## src/rtl/pmem_pkg.sv

```systemverilog
package pmem_pkg;
  typedef enum logic [2:0] {
    ST_IDLE,
    ST_SETUP,
    ST_ACCESS,
    ST_COMMIT,
    ST_PRECH
  } pmem_st_e;
endpackage

```

## src/rtl/pmem_tick_cnt.sv

```systemverilog
module pmem_tick_cnt #(
  parameter int W = 4
) (
  input  logic         clk_i,
  input  logic         rst_ni,
  input  logic         load_i,
  input  logic [W-1:0] load_val_i,
  output logic         zero_o
);
  logic [W-1:0] cnt_q;

  always_ff @(posedge clk_i or negedge rst_ni) begin
    if (!rst_ni)                cnt_q <= '0;
    else if (load_i)            cnt_q <= load_val_i;
    else if (cnt_q != '0)       cnt_q <= cnt_q - 1'b1;
  end

  assign zero_o = (cnt_q == '0);

  AST_CNT_NO_WRAP: assert property (@(posedge clk_i) disable iff (!rst_ni)
    (zero_o && !load_i) |=> zero_o);
endmodule

```

## src/rtl/pmem_seq.sv

```systemverilog
module pmem_seq
  import pmem_pkg::*;
#(
  parameter int AW         = 15,
  parameter int DW         = 8,
  parameter int SETUP_CYC  = 2,
  parameter int ACCESS_CYC = 3,
  parameter int DSETUP_CYC = 2,
  parameter int PRECH_CYC  = 3
) (
  input  logic          clk_i,
  input  logic          rst_ni,
  input  logic          req_valid_i,
  input  logic          req_write_i,
  input  logic          req_mode_i,
  input  logic [AW-1:0] req_addr_i,
  input  logic [DW-1:0] req_wdata_i,
  input  logic [DW-1:0] dq_i,
  output logic          req_ready_o,
  output pmem_st_e      st_o,
  output logic          is_wr_o,
  output logic          wmode_o,
  output logic [AW-1:0] addr_o,
  output logic [DW-1:0] wdata_o,
  output logic          setup_end_o,
  output logic          rsp_valid_o,
  output logic [DW-1:0] rsp_rdata_o
);
  localparam int MAX_AB = (SETUP_CYC > ACCESS_CYC) ? SETUP_CYC : ACCESS_CYC;
  localparam int MAX_CD = (DSETUP_CYC > PRECH_CYC) ? DSETUP_CYC : PRECH_CYC;
  localparam int MAXC   = (MAX_AB > MAX_CD) ? MAX_AB : MAX_CD;
  localparam int CW     = $clog2(MAXC + 1);
  localparam logic [CW-1:0] LD_SETUP  = CW'(SETUP_CYC - 1);
  localparam logic [CW-1:0] LD_ACCESS = CW'(ACCESS_CYC - 1);
  localparam logic [CW-1:0] LD_DSETUP = CW'(DSETUP_CYC - 1);
  localparam logic [CW-1:0] LD_PRECH  = CW'(PRECH_CYC - 1);

  pmem_st_e      st_q, st_d;
  logic          ph_ld, ph_zero;
  logic [CW-1:0] ph_val;
  logic          acc_end;

  pmem_tick_cnt #(.W(CW)) u_phase (
    .clk_i(clk_i), .rst_ni(rst_ni), .load_i(ph_ld), .load_val_i(ph_val), .zero_o(ph_zero)
  );

  always_comb begin
    st_d   = st_q;
    ph_ld  = 1'b0;
    ph_val = '0;
    unique case (st_q)
      ST_IDLE:   if (req_valid_i) begin st_d = ST_SETUP;  ph_ld = 1'b1; ph_val = LD_SETUP;  end
      ST_SETUP:  if (ph_zero)     begin st_d = ST_ACCESS; ph_ld = 1'b1; ph_val = LD_ACCESS; end
      ST_ACCESS: if (ph_zero)     begin st_d = ST_COMMIT; ph_ld = 1'b1; ph_val = LD_DSETUP; end
      ST_COMMIT: if (ph_zero)     begin st_d = ST_PRECH;  ph_ld = 1'b1; ph_val = LD_PRECH;  end
      ST_PRECH:  if (ph_zero)           st_d = ST_IDLE;
      default:                          st_d = ST_IDLE;
    endcase
  end

  assign acc_end = (st_q == ST_ACCESS) && ph_zero;

  always_ff @(posedge clk_i or negedge rst_ni) begin
    if (!rst_ni) begin
      st_q        <= ST_IDLE;
      is_wr_o     <= 1'b0;
      wmode_o     <= 1'b0;
      addr_o      <= '0;
      wdata_o     <= '0;
      rsp_valid_o <= 1'b0;
      rsp_rdata_o <= '0;
    end else begin
      st_q        <= st_d;
      rsp_valid_o <= acc_end && !is_wr_o;
      if (acc_end && !is_wr_o) rsp_rdata_o <= dq_i;
      if (st_q == ST_IDLE && req_valid_i) begin
        is_wr_o <= req_write_i;
        wmode_o <= req_mode_i;
        addr_o  <= req_addr_i;
        wdata_o <= req_wdata_i;
      end
    end
  end

  assign st_o        = st_q;
  assign req_ready_o = (st_q == ST_IDLE);
  assign setup_end_o = (st_q == ST_SETUP) && ph_zero;

  AST_RSP_ONE_CYCLE: assert property (@(posedge clk_i) disable iff (!rst_ni)
    rsp_valid_o |=> !rsp_valid_o);
  AST_NO_REACCEPT: assert property (@(posedge clk_i) disable iff (!rst_ni)
    (req_ready_o && req_valid_i) |=> !req_ready_o);
endmodule

```

## src/rtl/pmem_pin_drv.sv

```systemverilog
module pmem_pin_drv
  import pmem_pkg::*;
#(
  parameter int AW = 15,
  parameter int DW = 8
) (
  input  pmem_st_e      st_i,
  input  logic          is_wr_i,
  input  logic          wmode_i,
  input  logic [AW-1:0] addr_i,
  input  logic [DW-1:0] wdata_i,
  input  logic          hold_act_i,
  output logic          ce_no,
  output logic          we_no,
  output logic          oe_no,
  output logic [AW-1:0] addr_o,
  output logic [DW-1:0] dq_o,
  output logic          dq_oe_o
);
  logic ce_act, busy;

  assign ce_act = (st_i == ST_ACCESS) || (st_i == ST_COMMIT);
  assign busy   = (st_i == ST_SETUP) || ce_act;

  assign ce_no   = !ce_act;
  // mode 0: strobe spans setup..commit; mode 1: strobe only in commit
  assign we_no   = !(is_wr_i && (wmode_i ? (st_i == ST_COMMIT) : busy));
  assign oe_no   = !(!is_wr_i && (st_i == ST_ACCESS));
  assign dq_oe_o = is_wr_i && busy;
  assign dq_o    = dq_oe_o ? wdata_i : '0;
  assign addr_o  = ((st_i == ST_SETUP) || (ce_act && hold_act_i)) ? addr_i : '0;
endmodule

```

## src/rtl/pmem_cycle_ctrl.sv

```systemverilog
module pmem_cycle_ctrl
  import pmem_pkg::*;
#(
  parameter int AW         = 15,
  parameter int DW         = 8,
  parameter int SETUP_CYC  = 2,
  parameter int ACCESS_CYC = 3,
  parameter int DSETUP_CYC = 2,
  parameter int HOLD_CYC   = 2,
  parameter int PRECH_CYC  = 3
) (
  input  logic          clk_i,
  input  logic          rst_ni,
  input  logic          req_valid_i,
  output logic          req_ready_o,
  input  logic          req_write_i,
  input  logic          req_mode_i,
  input  logic [AW-1:0] req_addr_i,
  input  logic [DW-1:0] req_wdata_i,
  output logic          rsp_valid_o,
  output logic [DW-1:0] rsp_rdata_o,
  output logic          mem_ce_no,
  output logic          mem_we_no,
  output logic          mem_oe_no,
  output logic [AW-1:0] mem_addr_o,
  output logic [DW-1:0] mem_dq_o,
  output logic          mem_dq_oe_o,
  input  logic [DW-1:0] mem_dq_i
);
  localparam int HW = $clog2(HOLD_CYC + 1);

  pmem_st_e      st;
  logic          is_wr, wmode, setup_end, hold_zero;
  logic [AW-1:0] addr_q;
  logic [DW-1:0] wdata_q;

  pmem_seq #(
    .AW(AW), .DW(DW), .SETUP_CYC(SETUP_CYC), .ACCESS_CYC(ACCESS_CYC),
    .DSETUP_CYC(DSETUP_CYC), .PRECH_CYC(PRECH_CYC)
  ) u_seq (
    .clk_i(clk_i), .rst_ni(rst_ni),
    .req_valid_i(req_valid_i), .req_write_i(req_write_i), .req_mode_i(req_mode_i),
    .req_addr_i(req_addr_i), .req_wdata_i(req_wdata_i), .dq_i(mem_dq_i),
    .req_ready_o(req_ready_o), .st_o(st), .is_wr_o(is_wr), .wmode_o(wmode),
    .addr_o(addr_q), .wdata_o(wdata_q), .setup_end_o(setup_end),
    .rsp_valid_o(rsp_valid_o), .rsp_rdata_o(rsp_rdata_o)
  );

  // address hold window, counted from the chip enable fall
  pmem_tick_cnt #(.W(HW)) u_hold (
    .clk_i(clk_i), .rst_ni(rst_ni), .load_i(setup_end),
    .load_val_i(HW'(HOLD_CYC)), .zero_o(hold_zero)
  );

  pmem_pin_drv #(.AW(AW), .DW(DW)) u_pins (
    .st_i(st), .is_wr_i(is_wr), .wmode_i(wmode), .addr_i(addr_q), .wdata_i(wdata_q),
    .hold_act_i(!hold_zero),
    .ce_no(mem_ce_no), .we_no(mem_we_no), .oe_no(mem_oe_no), .addr_o(mem_addr_o),
    .dq_o(mem_dq_o), .dq_oe_o(mem_dq_oe_o)
  );

  AST_IDLE_PINS: assert property (@(posedge clk_i) disable iff (!rst_ni)
    req_ready_o |-> (mem_ce_no && mem_oe_no && !mem_dq_oe_o));
  AST_BUSY_WHILE_CE: assert property (@(posedge clk_i) disable iff (!rst_ni)
    !mem_ce_no |-> !req_ready_o);
  AST_ADDR_AT_FALL: assert property (@(posedge clk_i) disable iff (!rst_ni)
    $fell(mem_ce_no) |-> $stable(mem_addr_o));
  AST_PRECH_MIN: assert property (@(posedge clk_i) disable iff (!rst_ni)
    $rose(mem_ce_no) |=> mem_ce_no);
  AST_OE_WE_EXCL: assert property (@(posedge clk_i) disable iff (!rst_ni)
    !mem_we_no |-> mem_oe_no);
  AST_WDATA_STABLE: assert property (@(posedge clk_i) disable iff (!rst_ni)
    (!mem_ce_no && mem_dq_oe_o) |-> $stable(mem_dq_o));
  AST_NO_BUS_FIGHT: assert property (@(posedge clk_i) disable iff (!rst_ni)
    !mem_oe_no |-> !mem_dq_oe_o);
endmodule

```

## config.mk

```make
export PLATFORM = sky130hd
export DESIGN_NAME = pmem_cycle_ctrl
export DESIGN_NICKNAME = d
export VERILOG_FILES = /design/src/rtl/pmem_pkg.sv /design/src/rtl/pmem_tick_cnt.sv /design/src/rtl/pmem_seq.sv /design/src/rtl/pmem_pin_drv.sv /design/src/rtl/pmem_cycle_ctrl.sv
export SDC_FILE = /design/constraint.sdc
export NUM_CORES = 1
export LEC_CHECK = 0
export ABC_AREA = 1
export ABC_CLOCK_PERIOD_IN_PS = 3900
export BUFFER_PORTS_ARGS = -buffer_cell sky130_fd_sc_hd__buf_2
export CAP_MARGIN = 20
export CELL_PAD_IN_SITES_DETAIL_PLACEMENT = 2
export CELL_PAD_IN_SITES_GLOBAL_PLACEMENT = 2
export CORE_MARGIN = 3
export CORE_UTILIZATION = 30
export DETAILED_ROUTE_END_ITERATION = 10
export PLACE_DENSITY = 0.86
export SYNTH_ARGS = -nofsm -noshare
export SYNTH_HDL_FRONTEND = slang
export SYNTH_HIERARCHICAL = 1
export SYNTH_SLANG_ARGS = --single-unit
```

## constraint.sdc

```tcl
create_clock -name clk_i -period 3.9 [get_ports clk_i]
set_clock_uncertainty 0.1 [all_clocks]
set_input_delay 0.78 -clock clk_i [delete_from_list [all_inputs] [get_ports clk_i]]
set_output_delay 0.78 -clock clk_i [all_outputs]
set_load 0.02 [all_outputs]
```

==> impl_metrics.csv <==
group,metric,value,unit
finish,n_fill_cell,878,
clocking,post_cts.repair.setup_buffers,0,
finish,diodes,0,
sta,post-route-min-period,2.80,ns
clocking,postCtsHoldBufs,0,
sta,tightest_slew,0.956,ns
power,power_frac_clock,0.144,
synth,synth_top_family_by_area,"simple AND/OR/NAND/NOR gates",
sta,rsz0062_at_grt,"no",
worst_setup_path,path_max_fanout,15,
synth,synth-main-ff-cell,"dfrtp_1",
synth,synth.area.mux_share,0,
die,coreArea,6910,um2
worst_setup_path,critPathLaunchType,"flip-flop",
clocking,cts_resized,0,
route,antenna_left,0,
synth,yosys-top-cells-area,"dfrtp_1 (47%), nand2_1 (18%), nand3_1 (7.3%)",
place,place_area,2580,um2
clocking,htreeDepth,2,
grt,grt_pass1_vias,2321,
grt,met2_usage,0.297,
sta,holdWs,0.383,ns
sta,fin_ws,1.10,ns
worst_setup_path,crit_arrival,1.92,ns
clocking,cts-root-buf,"clkbuf_8",
die,pin_count,73,
sta,finalSetupViolCount,0,
grt,grt.overflow.total,0,
finish,fin_area,2690,um2
place,place_congestion,0.751,
route,routed_wirelength,6560,um
power,power.density,928,nW/um2
clocking,cts_tree,"yes",
clocking,cts_buffer_depth,2,
grt,grt_util_met3,0.0414,
grt,grt_max_degree,42,
synth,ys_types,24,
synth,synth_area,2180,um2
clocking,clkSinkCount,41,
clocking,clk_latency,0.29,ns
finish,finalNonFillerCells,444,
die,rows,30,
sta,fmax,358,MHz
synth,ys_ff_latch,41,
finish,final_core_util,0.390,
place,portBuffers,72,
grt,antenna_found_initial,0,
route,via_per_inst,4.67,
power,peakVddDrop,0.301,mV
synth,ys_seq_area_frac,0.470,
worst_setup_path,path_class,"reg2out",
clocking,clk_pin_slew,0.08,ns
route,dr_total_vias,2074,
clocking,numCtsBuffers,5,
power,fin_total_pwr,2.50,mW
synth,yosys.area.top_type,"dfrtp_1",
run,maxCapViolCount,0,
grt,grt_busiest_layer,"met2",
power,power_frac_comb,0.540,
route,first_pass_iters,4,
finish,multi_input_area,920,um2
power,p_sw_frac,0.496,
sta,finalHoldViolations,0,
die,start_util,0.316,
worst_setup_path,reg2reg_depth,7,
route,dr.first_iter.drc_count,60,
worst_setup_path,cp-end-kind,"output pin",
power,internal-power,1.26,mW
power,power.switching,1.24,mW
finish,nets,385,
die,die_w,91.3,um
finish,seqCellArea,1030,um2
sta,slew_headroom,0.363,
place,dp.cells,436,
finish,syn2layout_area_growth,23.5,%
worst_setup_path,cp.required,3.02,ns
synth,syn_nets,316,
grt,gr-usage-met1,0.209,
route,drc,0,
synth,ys.warnings.count,6,
synth,synth_top_area_share,0.470,
worst_hold_path,worst_hold_path_type,"reg2reg",
synth,avgSynthCellArea,7.84,um2
synth,synth_xor_area_frac,0,
synth,synth_fa_ha_area_frac,0.0115,
route,wl_per_cell,14.8,um
grt,track_usage,0.169,
power,p_leak,1.53,nW
sta,tns,0,ns
place,post-place-ws,1.28,ns
finish,drive_above_1_share,0.296,
grt,grt_pass1_wl,11400,um
synth,synth_edf_count,0,
power,seq_power_share,0.316,
die,die_h,91.3,um
place,post-dp-hpwl,4750,um
worst_hold_path,hold_depth,2,
sta,period_share,0.717,
synth,synthArstFlopShare,1.00,
synth,synth_compound_area_frac,0.0688,
synth,yosys.area_share.simple,0.338,
sta,slew_viol_final,0,
status,status,"complete, no violations",
synth,synth_cells,278,
die,dieArea,8330,um2
==> path summary, 6_finish.rpt <==
path                       slack (ns)                      to                  from
min reg2reg                      0.38    u_seq/rsp_rdata_o[3]  u_seq/rsp_rdata_o[3]
min in group asynchronous        0.53  u_seq/u_phase/cnt_q[0]                rst_ni
max reg2reg                      1.80  u_seq/u_phase/cnt_q[1]         u_seq/st_o[0]
min                              0.38    u_seq/rsp_rdata_o[3]  u_seq/rsp_rdata_o[3]
max in group asynchronous        2.57         u_seq/addr_o[9]                rst_ni
max                              1.10           mem_addr_o[9]         u_seq/st_o[2]
==> layer usage <==
layer / wire (um) / part of all wire / up-vias
li1: - / - / 997
met4: 61 / 0.0093 / 0
met3: 385 / 0.059 / 6
met2: 3210 / 0.49 / 54
met1: 2900 / 0.44 / 1017
met5: 0 / 0 / -
==> sequential cells by signal (all words and copies together) (netlist names) <==
register / cells
u_seq/st_o: 3
u_seq/wmode_o: 1
u_seq/wdata_o: 8
u_seq/is_wr_o: 1
u_seq/rsp_rdata_o: 8
u_seq/rsp_valid_o: 1
u_seq/addr_o: 15
u_seq/u_phase/cnt_q: 2
u_hold/cnt_q: 2
==> logic make-up (layout without fill, tap and decap cells) <==
| logic type | after synthesis | count (layout) |
|---|---|---|
| simple gates | 161 | 161 |
| buf+inv | 50 | 120 |
| flops | 41 | 41 |
| compound gates | 22 | 22 |
| fa+ha+maj | 2 | 2 |
| other cells | 2 | 2 |
==> final cells by class <==
| cell class | instances | area share |
|---|---|---|
| Clock inverter | 1 | 0.0112 |
| Sequential cell | 41 | 0.381 |
| Clock buffer | 7 | 0.0321 |
| Multi-Input combinational cell | 187 | 0.342 |
| Tap cell | 96 | 0.0446 |
| Timing Repair Buffer | 72 | 0.134 |
| Inverter | 40 | 0.0558 |
==> cells in the final DEF (no fill, tap or decap), drive strengths merged <==
cell / n
a21oi: 16
ha: 2
nand3b: 1
inv: 40
nor2: 14
nand2: 106
o21ai: 5
nand3: 36
buf: 72
nand4: 3
dfrtp: 41
conb: 2
bufinv: 1
clkbuf: 7
o31ai: 1
nor3: 1
==> cells in the mapped netlist, types with 2 or more instances <==
library cell	instances
inv_1	36
o21ai_0	5
conb_1	2
nand2_2	2
nor2_4	2
a21oi_1	6
nand2_1	103
nand3_2	2
nand4_1	3
nand3_1	32
nor2_1	12
buf_6	6
buf_2	2
a21oi_2	10
ha_1	2
inv_2	4
nand3_4	2
dfrtp_1	41
==> worst max-delay path, stage by stage, from the launching register on <==
cell     delay [ns]
dfrtp_1        0.52
inv_2          0.20
nand3_2        0.41
a21oi_1        0.31
buf_2          0.19
==> power groups by stage <==
stage | Sequential (mW) | Clock, mW | Combinational [mW]
after CTS | 0.793 | 0.375 | 1.39
after detailed placement | 0.798 | 0 | 1.37
after global routing | 0.826 | 0.388 | 1.53
after floorplan | 0.812 | 0 | 0.966
after global placement | 0.788 | 0 | 1.29
final | 0.788 | 0.361 | 1.35
Note: power is estimated with default switching activity, not from simulation.
